<file path="config.mk">
export PLATFORM = sky130hd
export DESIGN_NAME = rle_capture_enc
export DESIGN_NICKNAME = d
export VERILOG_FILES = /design/src/rtl/rle_cap_pkg.sv /design/src/rtl/rle_chan_mask.sv /design/src/rtl/rle_run_counter.sv /design/src/rtl/rle_word_reg.sv /design/src/rtl/rle_capture_enc.sv
export SDC_FILE = /design/constraint.sdc
export NUM_CORES = 1
export LEC_CHECK = 0
export BUFFER_PORTS_ARGS = -buffer_cell sky130_fd_sc_hd__buf_2
export CAP_MARGIN = 5
export CORE_ASPECT_RATIO = 0.6
export CORE_MARGIN = 4
export CORE_UTILIZATION = 40
export DETAILED_ROUTE_END_ITERATION = 8
export SYNTH_ARGS = -nofsm -noshare
export SYNTH_HDL_FRONTEND = slang
export SYNTH_HIERARCHICAL = 1
export SYNTH_SLANG_ARGS = --single-unit
</file>
<file path="constraint.sdc">
create_clock -name clk -period 6.3 [get_ports clk]
set_input_delay 1.26 -clock clk [delete_from_list [all_inputs] [get_ports clk]]
set_output_delay 1.26 -clock clk [all_outputs]
set_load 0.05 [all_outputs]
</file>
<file path="src/rtl/rle_cap_pkg.sv">
package rle_cap_pkg;
  localparam int WORD_W = 32;
  localparam int MODE_W = 2;
  localparam int MIN_W  = 8;

  // Stored word width selected by the channel mode, clamped to WORD_W.
  function automatic int mode_width(input logic [MODE_W-1:0] m);
    int w;
    w = MIN_W << m;
    if (w > WORD_W) w = WORD_W;
    return w;
  endfunction

  // Ones across the channel/count field (word width minus the flag).
  function automatic logic [WORD_W-1:0] field_mask(input logic [MODE_W-1:0] m);
    return {WORD_W{1'b1}} >> (WORD_W - mode_width(m) + 1);
  endfunction

  // Single bit at the flag position.
  function automatic logic [WORD_W-1:0] flag_mask(input logic [MODE_W-1:0] m);
    return {{(WORD_W-1){1'b0}}, 1'b1} << (mode_width(m) - 1);
  endfunction

  // Count word: flag set, repeat count in the field.
  function automatic logic [WORD_W-1:0] count_word(input logic [MODE_W-1:0] m,
                                                   input logic [WORD_W-2:0] cnt);
    return flag_mask(m) | ({1'b0, cnt} & field_mask(m));
  endfunction
endpackage

</file>
<file path="src/rtl/rle_chan_mask.sv">
module rle_chan_mask
  import rle_cap_pkg::*;
(
  input  logic [MODE_W-1:0] chan_mode,
  input  logic [WORD_W-1:0] din,
  output logic [WORD_W-1:0] dout,
  output logic [WORD_W-1:0] fmask,
  output logic [WORD_W-1:0] fflag
);
  always_comb begin
    fmask = field_mask(chan_mode);
    fflag = flag_mask(chan_mode);
    dout  = din & fmask;
  end
endmodule

</file>
<file path="src/rtl/rle_run_counter.sv">
module rle_run_counter #(
  parameter int CNT_W = 31
) (
  input  logic             clk,
  input  logic             rst_n,
  input  logic             clr,
  input  logic             inc,
  input  logic [CNT_W-1:0] limit,
  output logic [CNT_W-1:0] cnt_q,
  output logic             hit_max
);
  assign hit_max = inc && (cnt_q == limit - CNT_W'(1));

  always_ff @(posedge clk) begin
    if (!rst_n || clr) cnt_q <= '0;
    else if (inc)      cnt_q <= hit_max ? '0 : cnt_q + CNT_W'(1);
  end

  // a fill restarts the count at zero
  p_wrap_zero_r6: assert property (@(posedge clk) disable iff (!rst_n)
    (hit_max && !clr) |=> (cnt_q == '0));
endmodule

</file>
<file path="src/rtl/rle_word_reg.sv">
module rle_word_reg #(
  parameter int W = 32
) (
  input  logic         clk,
  input  logic         rst_n,
  input  logic         load,
  input  logic [W-1:0] din,
  output logic         wr_en,
  output logic [W-1:0] wr_data
);
  always_ff @(posedge clk) begin
    if (!rst_n) begin
      wr_en   <= 1'b0;
      wr_data <= '0;
    end else begin
      wr_en <= load;
      if (load) wr_data <= din;
    end
  end
endmodule

</file>
<file path="src/rtl/rle_capture_enc.sv">
module rle_capture_enc
  import rle_cap_pkg::*;
(
  input  logic              clk,
  input  logic              rst_n,
  input  logic              smp_en,
  input  logic [WORD_W-1:0] smp_data,
  input  logic [MODE_W-1:0] chan_mode,
  input  logic              rle_en,
  output logic              wr_en,
  output logic [WORD_W-1:0] wr_data
);
  localparam int CNT_W = WORD_W - 1;

  logic [WORD_W-1:0] fmask, fflag, smp_clean;
  logic [WORD_W-1:0] held_q, pend_val_q, word_nxt;
  logic              have_q, pend_q, pend_set, word_vld;
  logic [CNT_W-1:0]  run_cnt;
  logic              cnt_hit, cnt_clr;
  // named internal events
  logic ev_first, ev_change, ev_repeat, ev_roll, ev_flush, ev_drain;

  rle_chan_mask u_mask (
    .chan_mode (chan_mode),
    .din       (smp_data),
    .dout      (smp_clean),
    .fmask     (fmask),
    .fflag     (fflag)
  );

  assign ev_first  = smp_en && rle_en && !have_q;
  assign ev_change = smp_en && rle_en && have_q && (smp_clean != held_q);
  assign ev_repeat = smp_en && rle_en && have_q && (smp_clean == held_q);
  assign ev_roll   = ev_repeat && cnt_hit;
  assign ev_flush  = ev_change && (run_cnt != '0);
  assign ev_drain  = rle_en && pend_q;
  assign cnt_clr   = !rle_en || ev_first || ev_change;

  rle_run_counter #(.CNT_W(CNT_W)) u_cnt (
    .clk     (clk),
    .rst_n   (rst_n),
    .clr     (cnt_clr),
    .inc     (ev_repeat),
    .limit   (fmask[CNT_W-1:0]),
    .cnt_q   (run_cnt),
    .hit_max (cnt_hit)
  );

  // Word selection: a deferred value word has priority; a change arriving
  // with it becomes the next deferred word (count is zero then).
  always_comb begin
    word_vld = 1'b0;
    word_nxt = '0;
    pend_set = 1'b0;
    if (!rle_en) begin
      word_vld = smp_en;
      word_nxt = smp_clean;
    end else if (ev_drain) begin
      word_vld = 1'b1;
      word_nxt = pend_val_q;
      pend_set = ev_change;
    end else if (ev_first) begin
      word_vld = 1'b1;
      word_nxt = smp_clean;
    end else if (ev_flush) begin
      word_vld = 1'b1;
      word_nxt = count_word(chan_mode, run_cnt);
      pend_set = 1'b1;
    end else if (ev_change) begin
      word_vld = 1'b1;
      word_nxt = smp_clean;
    end else if (ev_roll) begin
      word_vld = 1'b1;
      word_nxt = fflag | fmask;
    end
  end

  always_ff @(posedge clk) begin
    if (!rst_n) begin
      have_q     <= 1'b0;
      pend_q     <= 1'b0;
      held_q     <= '0;
      pend_val_q <= '0;
    end else if (!rle_en) begin
      have_q <= 1'b0;
      pend_q <= 1'b0;
    end else begin
      if (ev_first || ev_change) begin
        held_q <= smp_clean;
        have_q <= 1'b1;
      end
      pend_q <= pend_set;
      if (pend_set) pend_val_q <= smp_clean;
    end
  end

  rle_word_reg #(.W(WORD_W)) u_out (
    .clk     (clk),
    .rst_n   (rst_n),
    .load    (word_vld),
    .din     (word_nxt),
    .wr_en   (wr_en),
    .wr_data (wr_data)
  );

  // idle with nothing deferred writes nothing
  p_idle_quiet_r9: assert property (@(posedge clk) disable iff (!rst_n)
    (!smp_en && !pend_q) |=> !wr_en);
  // nothing above the field except the flag
  p_field_clean_r2: assert property (@(posedge clk) disable iff (!rst_n)
    wr_en |-> ((wr_data & ~(fmask | fflag)) == '0));
  // flush writes a count word, then a value word
  p_flush_then_value_r5: assert property (@(posedge clk) disable iff (!rst_n)
    ev_flush |=> (wr_en && ((wr_data & fflag) != '0)) ##1
                 (wr_en && ((wr_data & fflag) == '0)));
  // fill writes an all-ones count word
  p_roll_word_r6: assert property (@(posedge clk) disable iff (!rst_n)
    ev_roll |=> (wr_en && (wr_data == $past(fflag | fmask))));
  // a deferred word never meets a flush or a fill
  p_drain_alone_r10: assert property (@(posedge clk) disable iff (!rst_n)
    pend_q |-> (!ev_flush && !ev_roll));
  // plain capture writes flag-clear words
  p_bypass_r8: assert property (@(posedge clk) disable iff (!rst_n)
    (smp_en && !rle_en) |=> (wr_en && ((wr_data & fflag) == '0)));
  // a repeat below the limit writes nothing
  p_repeat_silent_r4: assert property (@(posedge clk) disable iff (!rst_n)
    (ev_repeat && !cnt_hit && !pend_q) |=> !wr_en);
endmodule

</file>
### Word level (Yosys, flattened, before mapping)

Cells that the tools add are included.

* flip-flop bits (word level): 130
* input port bits: 38
* output and inout bits: 33
* word-level logic and storage cells: 70

* add/subtract/negate cells: 8
* $lt $le $gt $ge: 1
* equal/unequal tests: 3
* shifts and indexed selects: 5
* muxes and demuxes: 22
* bitwise logic cells: 4
* reductions and logical operators: 20

Operators by type and width (count)
* 32-bit two-way mux: 11
* 32-bit by 2-bit adder with 32-bit output (second input constant): 2
* 32-bit bitwise OR: 2
* 1-bit by 32-bit << shifter with 32-bit output (first input constant): 2
* 32-bit by 32-bit >> shifter with 32-bit output (first input constant): 2
* 32-bit by 2-bit subtractor with 32-bit output (second input constant): 2
* 7-bit by 32-bit subtractor with 32-bit output (first input constant): 2
* 31-bit by 32-bit AND with 32-bit output: 1
* 32-bit AND: 1
* 32-bit == test: 1
* 32-bit by 7-bit greater-than comparator with 1-bit output (second input constant): 1
* 32-bit != test: 1
* 4-bit by 2-bit << shifter with 32-bit output (first input constant): 1
* 31-bit by 1-bit adder with 31-bit output (second input constant): 1
* 31-bit == test: 1
* 31-bit two-way mux: 1
* 31-bit nonzero test: 1
* 31-bit by 1-bit subtractor with 31-bit output (second input constant): 1
* 1-bit two-way mux: 10
* 1-bit logical AND: 9
* 2-bit AND reduction: 3
* 1-bit logical OR: 4
* 1-bit zero test: 3

### Logic depth before layout (Yosys ltp)

Gate-level depths: netlist of run 1.

* word-level depth: 23
* depth in mapped cells: 24
* mapped depth without buffers: 19

### Modules after synthesis

The synthesis of run 1 kept the hierarchy.

Modules (own cells, without submodules)
* rle_capture_enc: instances 1, cells each 559, area each 4501.8 um^2, sequential area each 1321.3 um^2
* rle_run_counter: instances 1, cells each 333, area each 2803.9 um^2, sequential area each 620.6 um^2
* rle_word_reg: instances 1, cells each 105, area each 1270.0 um^2, sequential area each 660.6 um^2
* rle_chan_mask: instances 1, cells each 105, area each 739.5 um^2, sequential area each 0.0 um^2

### Worst setup path before layout of run 1

No wires, ideal clock.

* path type: input to register
* start: input port chan_mode[1]
* end: register u_out.wr_data[10]
* library setup time: 0.117 ns
* arrival time: 5.498 ns
* data required time: 6.183 ns
* setup slack: 0.685 ns
* stages: 24
* path buffers: 7
* path through: buf_6 buf_6 and2_1 xor2_1 nor4_2 and4_4 nand2_4 buf_2 buf_2 nor2_1 o211ai_1 a211oi_1 nand4_1 nor4_1 o211ai_1 a2111oi_0 and2_1 clkbuf_1 a21oi_1 a21oi_1 buf_6 buf_12 mux2i_1 nor2b_1

* cells in the longest elaborated chain, start to end: 17
* elaborated cells on any way between the ends: 42
* classes of those cells: add/sub (7); order compare (1); eq/ne (3); shift (5); mux (17); bitwise (4); reduce/logical (5)

RTL lines
* start, declared: RTL line rle_capture_enc.sv:8 `input logic [MODE_W-1:0] chan_mode,`
* 4-bit by 2-bit << shifter with 32-bit output (*): RTL line rle_cap_pkg.sv:9 `w = MIN_W << m;`
* 32-bit by 7-bit greater-than comparator with 1-bit output: RTL line rle_cap_pkg.sv:10 `if (w > WORD_W) w = WORD_W;`
* 32-bit two-way mux (*): RTL line rle_cap_pkg.sv:10
* 7-bit by 32-bit subtractor with 32-bit output (*): RTL line rle_cap_pkg.sv:16 `return {WORD_W{1'b1}} >> (WORD_W - mode_width(m) + 1);`
* 32-bit by 2-bit adder with 32-bit output (*): RTL line rle_cap_pkg.sv:16
* 32-bit by 32-bit >> shifter with 32-bit output (*): RTL line rle_cap_pkg.sv:16
* 32-bit AND (*): RTL line rle_chan_mask.sv:13 `dout = din & fmask;`
* named net smp_clean[28]: RTL line rle_capture_enc.sv:15 `logic [WORD_W-1:0] fmask, fflag, smp_clean;`
* [2 not listed]
* named net ev_repeat: RTL line rle_capture_enc.sv:21 `logic ev_first, ev_change, ev_repeat, ev_roll, ev_flush, ev_drain;`
* [1 not listed]
* named net cnt_hit: RTL line rle_capture_enc.sv:19 `logic cnt_hit, cnt_clr;`
* 1-bit logical AND (*): RTL line rle_capture_enc.sv:34 `assign ev_roll = ev_repeat && cnt_hit;`
* 1-bit two-way mux (*): RTL line rle_capture_enc.sv:72 `end else if (ev_roll) begin`
* 1-bit two-way mux (*): RTL line rle_capture_enc.sv:69 `end else if (ev_change) begin`
* 1-bit two-way mux (*): RTL line rle_capture_enc.sv:65 `end else if (ev_flush) begin`
* 1-bit two-way mux (*): RTL line rle_capture_enc.sv:62 `end else if (ev_first) begin`
* 1-bit two-way mux (*): RTL line rle_capture_enc.sv:58 `end else if (ev_drain) begin`
* 1-bit two-way mux (*): RTL line rle_capture_enc.sv:55 `if (!rle_en) begin`
* named net word_vld: RTL line rle_capture_enc.sv:17 `logic have_q, pend_q, pend_set, word_vld;`
* end signal, assigned: RTL line rle_word_reg.sv:17 `if (load) wr_data <= din;`
* end, declared: RTL line rle_word_reg.sv:9 `output logic [W-1:0] wr_data`

The timed path passes the listed nets; every way through them passes the cells marked *. The select of a mux whose other input is x is not followed.
A chain may end at the register's enable or synchronous reset.

### Worst setup path after layout of run 1

* start: input port chan_mode[1]
* end: register u_out.wr_data[26]

* cells in the longest elaborated chain, start to end: 17
* elaborated cells on any way between the ends: 42
* classes of those cells: add/sub (7); order compare (1); eq/ne (3); shift (5); mux (17); bitwise (4); reduce/logical (5)

RTL lines
* 4-bit by 2-bit << shifter with 32-bit output (*): RTL line rle_cap_pkg.sv:9
* 32-bit by 7-bit greater-than comparator with 1-bit output: RTL line rle_cap_pkg.sv:10
* 32-bit two-way mux (*): RTL line rle_cap_pkg.sv:10
* 7-bit by 32-bit subtractor with 32-bit output (*): RTL line rle_cap_pkg.sv:16
* 32-bit by 2-bit adder with 32-bit output (*): RTL line rle_cap_pkg.sv:16
* 32-bit by 32-bit >> shifter with 32-bit output (*): RTL line rle_cap_pkg.sv:16
* 32-bit AND (*): RTL line rle_chan_mask.sv:13
* named net smp_clean[19]: RTL line rle_capture_enc.sv:15
* [2 not listed]
* named net ev_repeat: RTL line rle_capture_enc.sv:21
* [1 not listed]
* named net cnt_hit: RTL line rle_capture_enc.sv:19
* 1-bit logical AND (*): RTL line rle_capture_enc.sv:34
* 32-bit two-way mux (*): RTL line rle_capture_enc.sv:72
* 32-bit two-way mux (*): RTL line rle_capture_enc.sv:69
* 32-bit two-way mux (*): RTL line rle_capture_enc.sv:65
* 32-bit two-way mux (*): RTL line rle_capture_enc.sv:62
* 32-bit two-way mux (*): RTL line rle_capture_enc.sv:58
* 32-bit two-way mux (*): RTL line rle_capture_enc.sv:55
* named net word_nxt[26]: RTL line rle_capture_enc.sv:16 `logic [WORD_W-1:0] held_q, pend_val_q, word_nxt;`

Marks and branches as above.

==> reports/metrics.csv, run 1 <==
stage;metric;value;unit
run_status;status;complete, no violations;
yosys;Avg Inst Size Synth;8.453;um2
worst_setup_path;Worst Path Max Fanout;28;
clock_network;CTS tree;built;
route;routed length per instance;19.84;um
worst_setup_path;WP data required;6.65;ns
grt;largest net degree at the start of global routing;91;
final_layout;Filler Cell Count;2236;
floorplanning;Ports;71;
yosys;synth top area cells;dfxtp_1 (28%), mux2i_1 (11%), xor2_1 (6.1%);
timing;Slew HR;29.02;%
final_layout;Syn-to-layout area delta;8.986;%
clock_network;clock tree buffer depth;2;
worst_setup_path;arrival time of the worst setup path;6.09;ns
worst_setup_path;worst reg-to-reg path cell count;23;
clock_network;CTS buffer count;17;
clock_network;clk slew on worst S/H paths;0.06;ns
clock_network;Clock Sink Count;130;
floorplanning;Initial Util;41.51;%
final_layout;final non-filler cell total;1443;
route;Routed WL;28.63;mm
floorplanning;number of placement rows;42;
yosys;top cell type's share of synthesized area;27.94;%
yosys;most instantiated cells after synthesis;dfxtp_1 (130), nand2_1 (130), mux2i_1 (98);
floorplanning;die area;0.02587;mm2
yosys;synthesized area;0.009315;mm2
route;DR pass1 iterations;5;
yosys;Most used DFF post-synth;dfxtp_1;
route;Remaining DRCs;0;
route;vias;8361;
timing;Hold WS;0.4601;ns
floorplanning;Die X;205.0;um
run;Max Cap Viol;0;
yosys;Seq cells post-synth;130;
grt;first-pass GRT wire length;44.52;mm
route;drt initial violations;719;
final_layout;final instance area;0.01015;mm2
timing;Setup-failing EPs final;0;
yosys;synth warn;6;
yosys;Seq/Total Area, Yosys;27.94;%
floorplanning;Die Height;126.2;um
place;dpl ws;0.09215;ns
timing;fin. max-slew vios;0;
yosys;post-synth cell types;77;
yosys;EDFF count, synth;0;
yosys;post-synthesis cell count;1102;
timing;min Tclk post-route;5.740;ns
pwr;Cell Pwr Density;217.0;mW/mm2
pwr;Leak;3.826;nW
worst_setup_path;CP startpoint;chan_mode[1];
timing;Fin. Hold Viols;0;
clock_network;worst-skew pair later-pin latency;0.42;ns
final_layout;NumNets Final;1165;
worst_setup_path;Setup crit end;u_out/wr_data[26]$_SDFFE_PN0P_;
clock_network;hold_buf cts;0;
grt;initial antenna violation count;1;
grt;global route overflow;0;
route;Routed Antenna Nets;0;
clock_network;htree depth;4;
yosys;Yosys top cell by area;dfxtp_1;
worst_setup_path;reg2reg end;u_out/wr_data[26]$_SDFFE_PN0P_;
hold_path;Tightest Hold Check Type;flop to flop;
place;gpl congestion;0.8972;
timing;max frequency;0.1742;GHz
grt;total track usage;21.80;%
yosys;Async SR Flop Fraction;0;%
timing;Setup TNS;0;ns
grt;number of global-route vias before repair;7710;
worst_setup_path;startpoint types;input pin;
worst_setup_path;FF-to-FF Start;held_q[3]$_SDFFE_PN0P_;
place;area of placed instances;0.009568;mm2
timing;Worst Max-Slew Pin Slew;1.061;ns
route;Via-to-Cell Ratio;5.794;
timing;fin crit share;91.11;%
worst_setup_path;WS Path Type;input pin to flop;
place;DP HPWL;20.64;mm
clock_network;Root Buffer Master;clkbuf_16;
place;port bufs;69;
place;DP Cell Count;1410;
worst_setup_path;Worst Setup End Kind;flop;
timing;Layout Skew;0.009578;ns
pwr;Worst IR Drop VDD;0.0001762;V
worst_setup_path;flop-to-flop setup slack;1.59;ns
timing;RSZ-0062 raised after global routing;false;
timing;Setup WS post-layout;0.5602;ns
floorplanning;core outline area;0.02244;mm2
final_layout;share of layout cells above drive strength 1;17.55;%
-- worst max-delay path, cell delays in order --
cell and delay, ns:
clkbuf_4 0.32, and2_1 0.33, xor2_1 0.11, nor4_2 0.39, and4_4 0.33, nand2_4 0.05, nor2_1 0.29, o211ai_1 0.14
a211oi_1 0.36, nand4_1 0.15, nor4_1 0.27, o211ai_1 0.17, a2111oi_0 0.41, buf_4 0.21, and2_1 0.14, buf_4 0.14
buf_12 0.11, o21ai_0 0.08, nor3_1 0.16, a31oi_1 0.06, a21oi_1 0.25, buf_4 0.17, mux2i_1 0.06, nor2b_1 0.11
-- cells in the final DEF (no fill, tap or decap), types with 5 or more instances in the layout --
cell type | Yosys | routed
nand2_1 | 130 | 130
dfxtp_1 | 130 | 130
mux2i_1 | 98 | 98
buf_2 | 8 | 67
xor2_1 | 65 | 65
nor3_1 | 37 | 37
nor2b_1 | 37 | 37
conb_1 | 2 | 37
buf_4 | 60 | 35
a31oi_1 | 33 | 33
xnor2_1 | 33 | 33
nand4_1 | 31 | 31
nand3_1 | 27 | 27
nor3_2 | 26 | 26
o21ai_0 | 26 | 25
nor2_1 | 23 | 23
o211ai_1 | 22 | 22
and2_1 | 20 | 20
nor4_1 | 19 | 19
o22ai_1 | 18 | 18
clkbuf_16 | 0 | 17
a22oi_1 | 15 | 15
a21oi_1 | 14 | 13
and3_1 | 12 | 12
o21a_1 | 11 | 11
nor4_2 | 9 | 9
o21ai_1 | 8 | 9
and4_1 | 8 | 8
inv_1 | 8 | 8
nand2b_1 | 8 | 7
a41oi_1 | 7 | 7
ha_1 | 6 | 6
nand3b_1 | 5 | 5
clkinv_2 | 0 | 5
clkinvlp_4 | 0 | 5
or3_1 | 5 | 5
or4_1 | 5 | 5
-- metrics by stage --
stage	total power, mW	utilization [%]
6_report	2.203	45.24
5_1_grt	2.275	45.24
4_1_cts	2.207	45.22
3_5_place_dp	1.225	42.64
3_3_place_gp	1.222	42.64
2_1_floorplan	1.160	-
-- worst min-delay path by stage --
stage / from / to / slack [ns] / cells past startpoint
after global routing: pend_val_q[12]$_SDFFE_PN0P_ / pend_val_q[12]$_SDFFE_PN0P_ / 0.48 / 2
after global placement: pend_val_q[11]$_SDFFE_PN0P_ / pend_val_q[11]$_SDFFE_PN0P_ / 0.44 / 2
after floorplan: pend_val_q[10]$_SDFFE_PN0P_ / pend_val_q[10]$_SDFFE_PN0P_ / 0.43 / 2
final: pend_val_q[18]$_SDFFE_PN0P_ / pend_val_q[18]$_SDFFE_PN0P_ / 0.46 / 2
after CTS: pend_val_q[9]$_SDFFE_PN0P_ / pend_val_q[9]$_SDFFE_PN0P_ / 0.46 / 2
after detailed placement: pend_val_q[8]$_SDFFE_PN0P_ / pend_val_q[8]$_SDFFE_PN0P_ / 0.45 / 2
-- logic make-up after synthesis --
| group | after synthesis | synth area share, % |
|---|---|---|
| multiplexers | 98 | 10.53 |
| flip-flops | 130 | 27.94 |
| other | 2 | 0.08062 |
| AO/OA/AOI/OAI | 186 | 13.63 |
| buffers and inverters | 149 | 10.53 |
| AND/OR/NAND/NOR | 433 | 27.27 |
| XOR/XNOR | 98 | 9.214 |
| adder cells (fa/ha/maj) | 6 | 0.8059 |
-- power breakdown --
group	leakage, nW	total [mW]	switching [mW]	internal (mW)
clock	0.273	0.985	0.396	0.589
sequential	1.05	0.856	0.0124	0.844
combinational	2.50	0.362	0.242	0.119
total	3.83	2.20	0.651	1.55
-- repair_timing --
| action | CTS | global route |
|---|---|---|
| setup endpoints to repair | 0 | 1 |
| buffers inserted | 0 | 0 |
| resized for setup | 0 | 1 |
-- routing by layer --
layer	vias up	share of wire [%]	track usage, %
li1	3946	-	-
met1	3997	51	35.51
met2	391	38	28.54
met3	27	10	5.087
met4	0	1.0	4.093
met5	-	0	0
-- state kept, by name, summed over array words and instances, names as in the netlist --
signal         flops
pend_val_q        32
have_q             1
pend_q             1
u_cnt/cnt_q       31
held_q            32
u_out/wr_en        1
u_out/wr_data     32
-- area by class of cell --
| class | instances | area [um2] | area share (%) |
|---|---|---|---|
| multi-input cells | 858 | 5887 | 57.99 |
| clock inverters | 14 | 140.1 | 1.380 |
| flip-flops and latches | 130 | 2603 | 25.63 |
| well taps | 308 | 385.4 | 3.796 |
| inverters | 8 | 30.03 | 0.2958 |
| repair buffers | 106 | 665.6 | 6.557 |
| clock buffers | 18 | 439.2 | 4.326 |
| diodes | 1 | 2.502 | 0.02465 |
(Power assumes the default switching activity.)
==> run 2: changes to the inputs <==
Settings changed: PLACE_DENSITY from default to 0.65.
==> run 2 against run 1 <==
Compared with the run above:
- sequential power hardly changed
- critical path type unchanged
- non-clock buffer count grew 14
- sequential cell count stayed put
==> reports/metrics.csv, run 2 (same netlist as run 1, synthesis figures left out) <==
stage;metric;value;unit;change
route;Remaining DRCs;0;;unchanged
final_layout;most frequent cells in the layout;nand2_1 (130), dfxtp_1 (130), mux2i_1 (98);;
grt;global route overflow;0;;unchanged
clock_network;hold_buf cts;0;;unchanged
grt;largest net degree at the start of global routing;90;;-1.1%
worst_setup_path;CP startpoint;chan_mode[1];;
worst_setup_path;Worst Setup End Kind;flop;;
timing;Setup-failing EPs final;0;;unchanged
place;port bufs;69;;unchanged
pwr;Leak;3.903;nW;+2.0%
hold_path;Tightest Hold Check Type;flop to flop;;
timing;RSZ-0062 raised after global routing;false;;
worst_setup_path;FF-to-FF Start;held_q[22]$_SDFFE_PN0P_;;
clock_network;Clock Sink Count;130;;unchanged
pwr;combinational share of power;16.4;%;about the same
worst_setup_path;CP Cell Sequence;buf_2, and2_1, xor2_1, nor4_2, and4_4, nand2_4, nor2_1, o211ai_1, a211oi_1, nand4_1, nor4_1, o211ai_1, a2111oi_0, buf_4, and2_1, buf_12, o21ai_0, nor3_1, a31oi_1, o211ai_1, buf_4, mux2i_1, nor2b_1;;
floorplanning;core outline area;0.02244;mm2;unchanged
worst_setup_path;worst reg-to-reg path cell count;22;;-4.3%
final_layout;share of layout cells above drive strength 1;18.55;%;+1.0 points
pwr;Sw Ratio;29.43;%;-0.11 points
clock_network;worst-skew pair later-pin latency;0.44;ns;+0.02 ns
pwr;sequential share of power;37.9;%;-1.0 points
timing;fin crit share;93.55;%;+2.4 points
pwr;cell internal pwr;1.593;mW;+2.6%
clock_network;clock tree buffer depth;2;;unchanged
timing;Layout Skew;0.01055;ns;+0.0009683 ns
pwr;Clock Power Share;45.6;%;+0.9 points
route;routed length per instance;19.69;um;-0.74%
worst_setup_path;flop-to-flop setup slack;1.64;ns;+0.05 ns
route;vias;8388;;+0.32%
worst_setup_path;startpoint types;input pin;;
floorplanning;Die X;205.0;um;unchanged
clock_network;Post-CTS Resized;0;;unchanged
final_layout;NumNets Final;1179;;+1.2%
grt;initial antenna violation count;0;;-1
floorplanning;die area;0.02587;mm2;unchanged
worst_setup_path;CP max stage cell;buf_2;;
floorplanning;Initial Util;41.51;%;unchanged
clock_network;clk slew on worst S/H paths;0.06;ns;about the same
route;Routed Antenna Nets;0;;unchanged
pwr;Cell Pwr Density;219.9;mW/mm2;+1.3%
timing;Slew HR;18.17;%;-11 points
worst_setup_path;WS Path Type;input pin to flop;;
timing;Setup TNS;0;ns;unchanged
worst_setup_path;Setup crit end;u_out/wr_data[14]$_SDFFE_PN0P_;;
final_layout;Filler Cell Count;2213;;-1.0%
floorplanning;number of placement rows;42;;unchanged
route;Via-to-Cell Ratio;5.761;;-0.57%
worst_setup_path;crit-path max cell delay;0.51;ns;+0.10 ns
grt;first-pass GRT wire length;44.75;mm;+0.53%
worst_setup_path;WP data required;6.67;ns;+0.02 ns
timing;min Tclk post-route;5.894;ns;+0.1541 ns
grt;total track usage;21.92;%;+0.12 points
timing;max frequency;0.1697;GHz;-2.6%
clock_network;CTS tree;built;;
clock_network;Root Buffer Master;clkbuf_16;;
timing;Fin. Hold Viols;0;;unchanged
timing;fin. max-slew vios;0;;unchanged
final_layout;register area;0.002603;mm2;unchanged
final_layout;top flop regs;held_q x32, pend_val_q x32, u_out/wr_data x32;;
floorplanning;Ports;71;;unchanged
route;Routed WL;28.67;mm;+0.15%
clock_network;CTS buffer count;17;;unchanged
final_layout;Multi-input gate area;0.005887;mm2;unchanged
pwr;Worst IR Drop VDD;0.0002100;V;+19%
final_layout;final non-filler cell total;1456;;+0.90%
timing;Worst Max-Slew Pin Slew;1.223;ns;+0.1622 ns
route;drt initial violations;925;;+29%
place;DP HPWL;20.78;mm;+0.71%
clock_network;htree depth;4;;unchanged
run_status;status;complete, no violations;;
place;DP Cell Count;1424;;+0.99%
worst_setup_path;reg2reg end;u_out/wr_data[14]$_SDFFE_PN0P_;;
final_layout;Ant. Diodes;0;;-1
worst_setup_path;most used cell along the critical path;o211ai_1;;
run;Max Cap Viol;0;;unchanged
place;gpl congestion;0.9276;;+3.4%
grt;number of global-route vias before repair;7965;;+3.3%
final_layout;Syn-to-layout area delta;10.22;%;
final_layout;final instance area;0.01027;mm2;+1.1%
worst_setup_path;arrival time of the worst setup path;6.26;ns;+0.17 ns
pwr;Net Switching;664.3;uW;+2.1%
clock_network;# Post-CTS Setup Buffers;0;;unchanged
route;DR pass1 iterations;5;;unchanged
worst_setup_path;Worst Path Max Fanout;34;;+21%
floorplanning;Die Height;126.2;um;unchanged
place;area of placed instances;0.009661;mm2;+0.97%
## run 2: power by group through the flow
stage / Combinational (mW) / Sequential [mW] / Clock, mW
finish: 0.371 / 0.857 / 1.03
global route: 0.396 / 0.859 / 1.08
CTS: 0.361 / 0.857 / 1.04
detailed placement: 0.359 / 0.874 / 0
global placement: 0.354 / 0.873 / 0
floorplan: 0.245 / 0.914 / 0
## run 2: final cells by class
| class | instances | area share (%) |
|---|---|---|
| Clock buffer | 17 | 4.143 |
| Clock inverter | 15 | 1.767 |
| Inverter | 8 | 0.2925 |
| Multi-Input combinational cell | 858 | 57.34 |
| Sequential cell | 130 | 25.35 |
| Tap cell | 308 | 3.753 |
| Timing Repair Buffer | 120 | 7.361 |
## run 2: through the flow
stage	hold WS, ns	power (mW)	utilization (%)	setup slack [ns]
after detailed placement	0.4491	1.233	43.05	0.1154
after global routing	0.4735	2.339	45.76	0.1129
final	0.4609	2.257	45.76	0.4061
after CTS	0.4583	2.261	45.76	0.5671
after floorplan	0.4344	1.160	-	0.6846
after global placement	0.4448	1.228	43.05	0.1778
## run 2: worst min path at each step
stage,cells past startpoint,slack (ns),end,from
final,2,0.46,pend_val_q[11]$_SDFFE_PN0P_,pend_val_q[11]$_SDFFE_PN0P_
after global routing,2,0.47,pend_val_q[31]$_SDFFE_PN0P_,pend_val_q[31]$_SDFFE_PN0P_
after CTS,2,0.46,pend_val_q[22]$_SDFFE_PN0P_,pend_val_q[22]$_SDFFE_PN0P_
after detailed placement,2,0.45,pend_val_q[23]$_SDFFE_PN0P_,pend_val_q[23]$_SDFFE_PN0P_
after global placement,2,0.44,pend_val_q[11]$_SDFFE_PN0P_,pend_val_q[11]$_SDFFE_PN0P_
after floorplan,2,0.43,pend_val_q[10]$_SDFFE_PN0P_,pend_val_q[10]$_SDFFE_PN0P_
## run 2: worst max-delay path: cells and delay by family
kind	cells	cell delay [ns]
and+or+nand+nor	10	2.39
AOI/OAI and AO/OA	7	1.33
buffers and inverters	4	1.05
xor gates and xnor gates	1	0.15
muxes	1	0.07
## run 2: routing by layer
metal	part of all wire (%)	up-vias	track usage [%]
li1	-	3969	-
met1	49	4009	34.28
met2	39	379	29.10
met3	10	31	5.832
met4	1.3	0	5.706
met5	0	-	0
==> run 3: changes to the inputs <==
Settings changed: ABC_AREA from default to 1, CTS_CLUSTER_DIAMETER from default to 80.
==> run 3 against run 2 <==
Compared with the run above:
- sequential share of layout area is 2.6 points lower
- core utilization is 1.3 points lower
- largest cell class unchanged
- first-iteration DRC count is 2.2% higher
- synthesized area is 14% higher
- fmax increased by 8.4%
==> reports/metrics.csv, run 3 <==
stage;metric;value;unit;change
worst_setup_path;arrival time of the worst setup path;5.81;ns;-0.45 ns
final_layout;Filler Cell Count;2801;;+27%
timing;Setup TNS;0;ns;unchanged
pwr;Power Total;2.348;mW;+4.0%
clock_network;# Post-CTS Setup Buffers;0;;unchanged
timing;fin crit share;86.34;%;-7.2 points
pwr;Clock Power Share;42.5;%;-3.1 points
final_layout;leading cell type in the layout, fill and taps excluded;nand2_1;;
pwr;Net Switching;750.3;uW;+13%
yosys;cell with the most instances after synthesis;nand2_1;;
route;DR pass1 iterations;8;;+3
floorplanning;Ports;71;;unchanged
place;gpl congestion;0.9143;;-1.4%
final_layout;Syn-to-layout area delta;7.557;%;
timing;Setup-failing EPs final;0;;unchanged
route;vias;10700;;+28%
final_layout;top flop regs;held_q x32, pend_val_q x32, u_out/wr_data x32;;
yosys;synth warn;6;;unchanged
place;port bufs;69;;unchanged
timing;Slew HR;21.60;%;+3.4 points
grt;largest net degree at the start of global routing;66;;-27%
pwr;Cell Pwr Density;205.1;mW/mm2;-6.7%
route;routed length per instance;13.88;um;-29%
floorplanning;die area;0.02938;mm2;+14%
pwr;combinational share of power;20.2;%;+3.8 points
route;Routed WL;30.67;mm;+7.0%
route;Via-to-Cell Ratio;4.843;;-16%
route;Remaining DRCs;0;;unchanged
yosys;Yosys top cell by area;dfxtp_1;;
run;Max Cap Viol;0;;unchanged
pwr;Sw Ratio;31.95;%;+2.5 points
worst_setup_path;worst reg-to-reg path cell count;34;;+55%
timing;max frequency;0.1838;GHz;+8.4%
final_layout;Ant. Diodes;0;;unchanged
yosys;Async SR Flop Fraction;0;%;unchanged
floorplanning;core outline area;0.02573;mm2;+15%
grt;initial antenna violation count;0;;unchanged
yosys;Most used DFF post-synth;dfxtp_1;;
final_layout;final non-filler cell total;2209;;+52%
hold_path;Worst Hold Depth;2;;unchanged
grt;total track usage;20.86;%;-1.1 points
route;drt initial violations;945;;+2.2%
yosys;post-synth cell types;46;;-40%
run_status;status;complete, no violations;;
timing;Fin. Hold Viols;0;;unchanged
clock_network;clock tree buffer depth;2;;unchanged
clock_network;htree depth;4;;unchanged
yosys;Avg Inst Size Synth;5.792;um2;-31%
worst_setup_path;Worst Setup End Kind;flop;;
timing;Worst Max-Slew Pin Slew;1.172;ns;-0.05142 ns
grt;global route overflow;0;;unchanged
grt;first-pass GRT wire length;49.16;mm;+9.8%
route;Routed Antenna Nets;0;;unchanged
worst_setup_path;WP data required;6.67;ns;about the same
timing;Hold WS;0.4451;ns;-0.01573 ns
clock_network;hold_buf cts;0;;unchanged
yosys;top cell type's share of synthesized area;24.44;%;-3.5 points
clock_network;clk slew on worst S/H paths;0.06;ns;about the same
pwr;cell internal pwr;1.598;mW;+0.32%
place;DP HPWL;22.90;mm;+10%
final_layout;NumNets Final;1888;;+60%
final_layout;final instance area;0.01145;mm2;+12%
timing;Layout Skew;0.01155;ns;+0.0009992 ns
timing;min Tclk post-route;5.440;ns;-0.4543 ns
yosys;post-synthesis cell count;1838;;+67%
yosys;most instantiated cells after synthesis;nand2_1 (573), inv_1 (273), nor2_1 (240);;
clock_network;worst-skew pair later-pin latency;0.44;ns;about the same
floorplanning;number of placement rows;45;;+7.1%
pwr;Worst IR Drop VDD;0.0001423;V;-32%
grt;number of global-route vias before repair;9587;;+20%
clock_network;Root Buffer Master;clkbuf_16;;
worst_setup_path;most used cell along the critical path;nand2_1;;
floorplanning;Die X;218.6;um;+6.6%
yosys;synthesized area;0.01065;mm2;+14%
clock_network;CTS tree;built;;
timing;fin. max-slew vios;0;;unchanged
floorplanning;Die Height;134.4;um;+6.5%
pwr;sequential share of power;37.3;%;-0.6 points
clock_network;CTS buffer count;17;;unchanged
pwr;Leak;5.457;nW;+40%
timing;RSZ-0062 raised after global routing;false;;
final_layout;most frequent cells in the layout;nand2_1 (573), inv_1 (273), nor2_1 (240);;
yosys;EDFF count, synth;0;;unchanged
hold_path;Tightest Hold Check Type;flop to flop;;
worst_setup_path;Worst Path Max Fanout;28;;-18%
worst_setup_path;startpoint types;input pin;;
clock_network;Clock Sink Count;130;;unchanged
place;area of placed instances;0.01086;mm2;+12%
final_layout;share of layout cells above drive strength 1;10.88;%;-7.7 points
worst_setup_path;WS Path Type;input pin to flop;;
yosys;synth top area cells;dfxtp_1 (24%), nand2_1 (20%), inv_1 (9.6%);;
floorplanning;Initial Util;41.38;%;-0.14 points
worst_setup_path;crit-path max cell delay;0.48;ns;-0.03 ns
worst_setup_path;CP max stage cell;buf_2;;
yosys;Seq cells post-synth;130;;unchanged
place;DP Cell Count;2177;;+53%
yosys;Seq/Total Area, Yosys;24.44;%;-3.5 points
clock_network;Post-CTS Resized;0;;unchanged
[run 3: changes by cell type after synthesis, moves of 21 or more]
cell      previous run  this run
nand2_1            130       573
inv_1                8       273
nor2_1              23       240
mux2i_1             98         0
a21oi_1             14        90
nand3_1             27        70
nor2b_1             37         0
a31oi_1             33         0
xor2_1              65        32
nor3_1              37         6
o21ai_0             26        55
nor3_2              26         1
o211ai_1            22         1
[run 3: power by group through the flow]
stage	clock network (mW)	logic, mW	registers, mW
6_report	0.998	0.475	0.876
5_1_grt	1.05	0.532	0.880
4_1_cts	1.02	0.471	0.876
3_5_place_dp	0	0.469	0.894
3_3_place_gp	0	0.463	0.892
2_1_floorplan	0	0.329	0.959
[run 3: critical path: cells and delay by family]
family / cells / cell delay [ns]
buffers and inverters: 9 / 1.57
AO/OA/AOI/OAI: 3 / 0.36
AND/OR/NAND/NOR: 25 / 2.58
[run 3: layout make-up]
type                            instances  area [um2]  area share [%]
Timing Repair Buffer                   90       515.5           4.502
Clock buffer                           20       456.7           3.988
Sequential cell                       130        2603           22.73
Inverter                              292        1096           9.572
Clock inverter                         12       133.9           1.169
Tap cell                              352       440.4           3.846
Multi-Input combinational cell       1313        6206           54.20
[run 3: cells by family after synthesis]
logic type                 share of synthesized area (%)
buffers and inverters                              18.67
DFF                                                24.44
AOI/OAI and AO/OA                                  12.48
other                                            0.07054
adders and majority gates                         0.7051
xor gates and xnor gates                           4.360
and+or+nand+nor                                    39.26
[run 3: per-stage QoR]
step                      utilization [%]  worst slack (ns)
after floorplan                         -             1.557
after CTS                           44.50             1.023
after global routing                44.50            0.3997
final                               44.50            0.8604
after global placement              42.21            0.6552
after detailed placement            42.21            0.6080
[run 3: layer usage]
metal / wire (um) / up-vias / track usage, %
met2: 11960 / 313 / 29.57
met3: 2100 / 33 / 2.988
met1: 16170 / 4795 / 32.49
met5: 0 / - / 0
met4: 441 / 0 / 5.577
li1: - / 5558 / -
[run 3: final timing paths]
check                                    to  slack (ns)                   startpoint
max          u_out/wr_data[19]$_SDFFE_PN0P_        0.86                 chan_mode[1]
min             pend_val_q[13]$_SDFFE_PN0P_        0.45  pend_val_q[13]$_SDFFE_PN0P_
max reg2reg  u_out/wr_data[19]$_SDFFE_PN0P_        2.25      held_q[22]$_SDFFE_PN0P_
min reg2reg     pend_val_q[13]$_SDFFE_PN0P_        0.45  pend_val_q[13]$_SDFFE_PN0P_
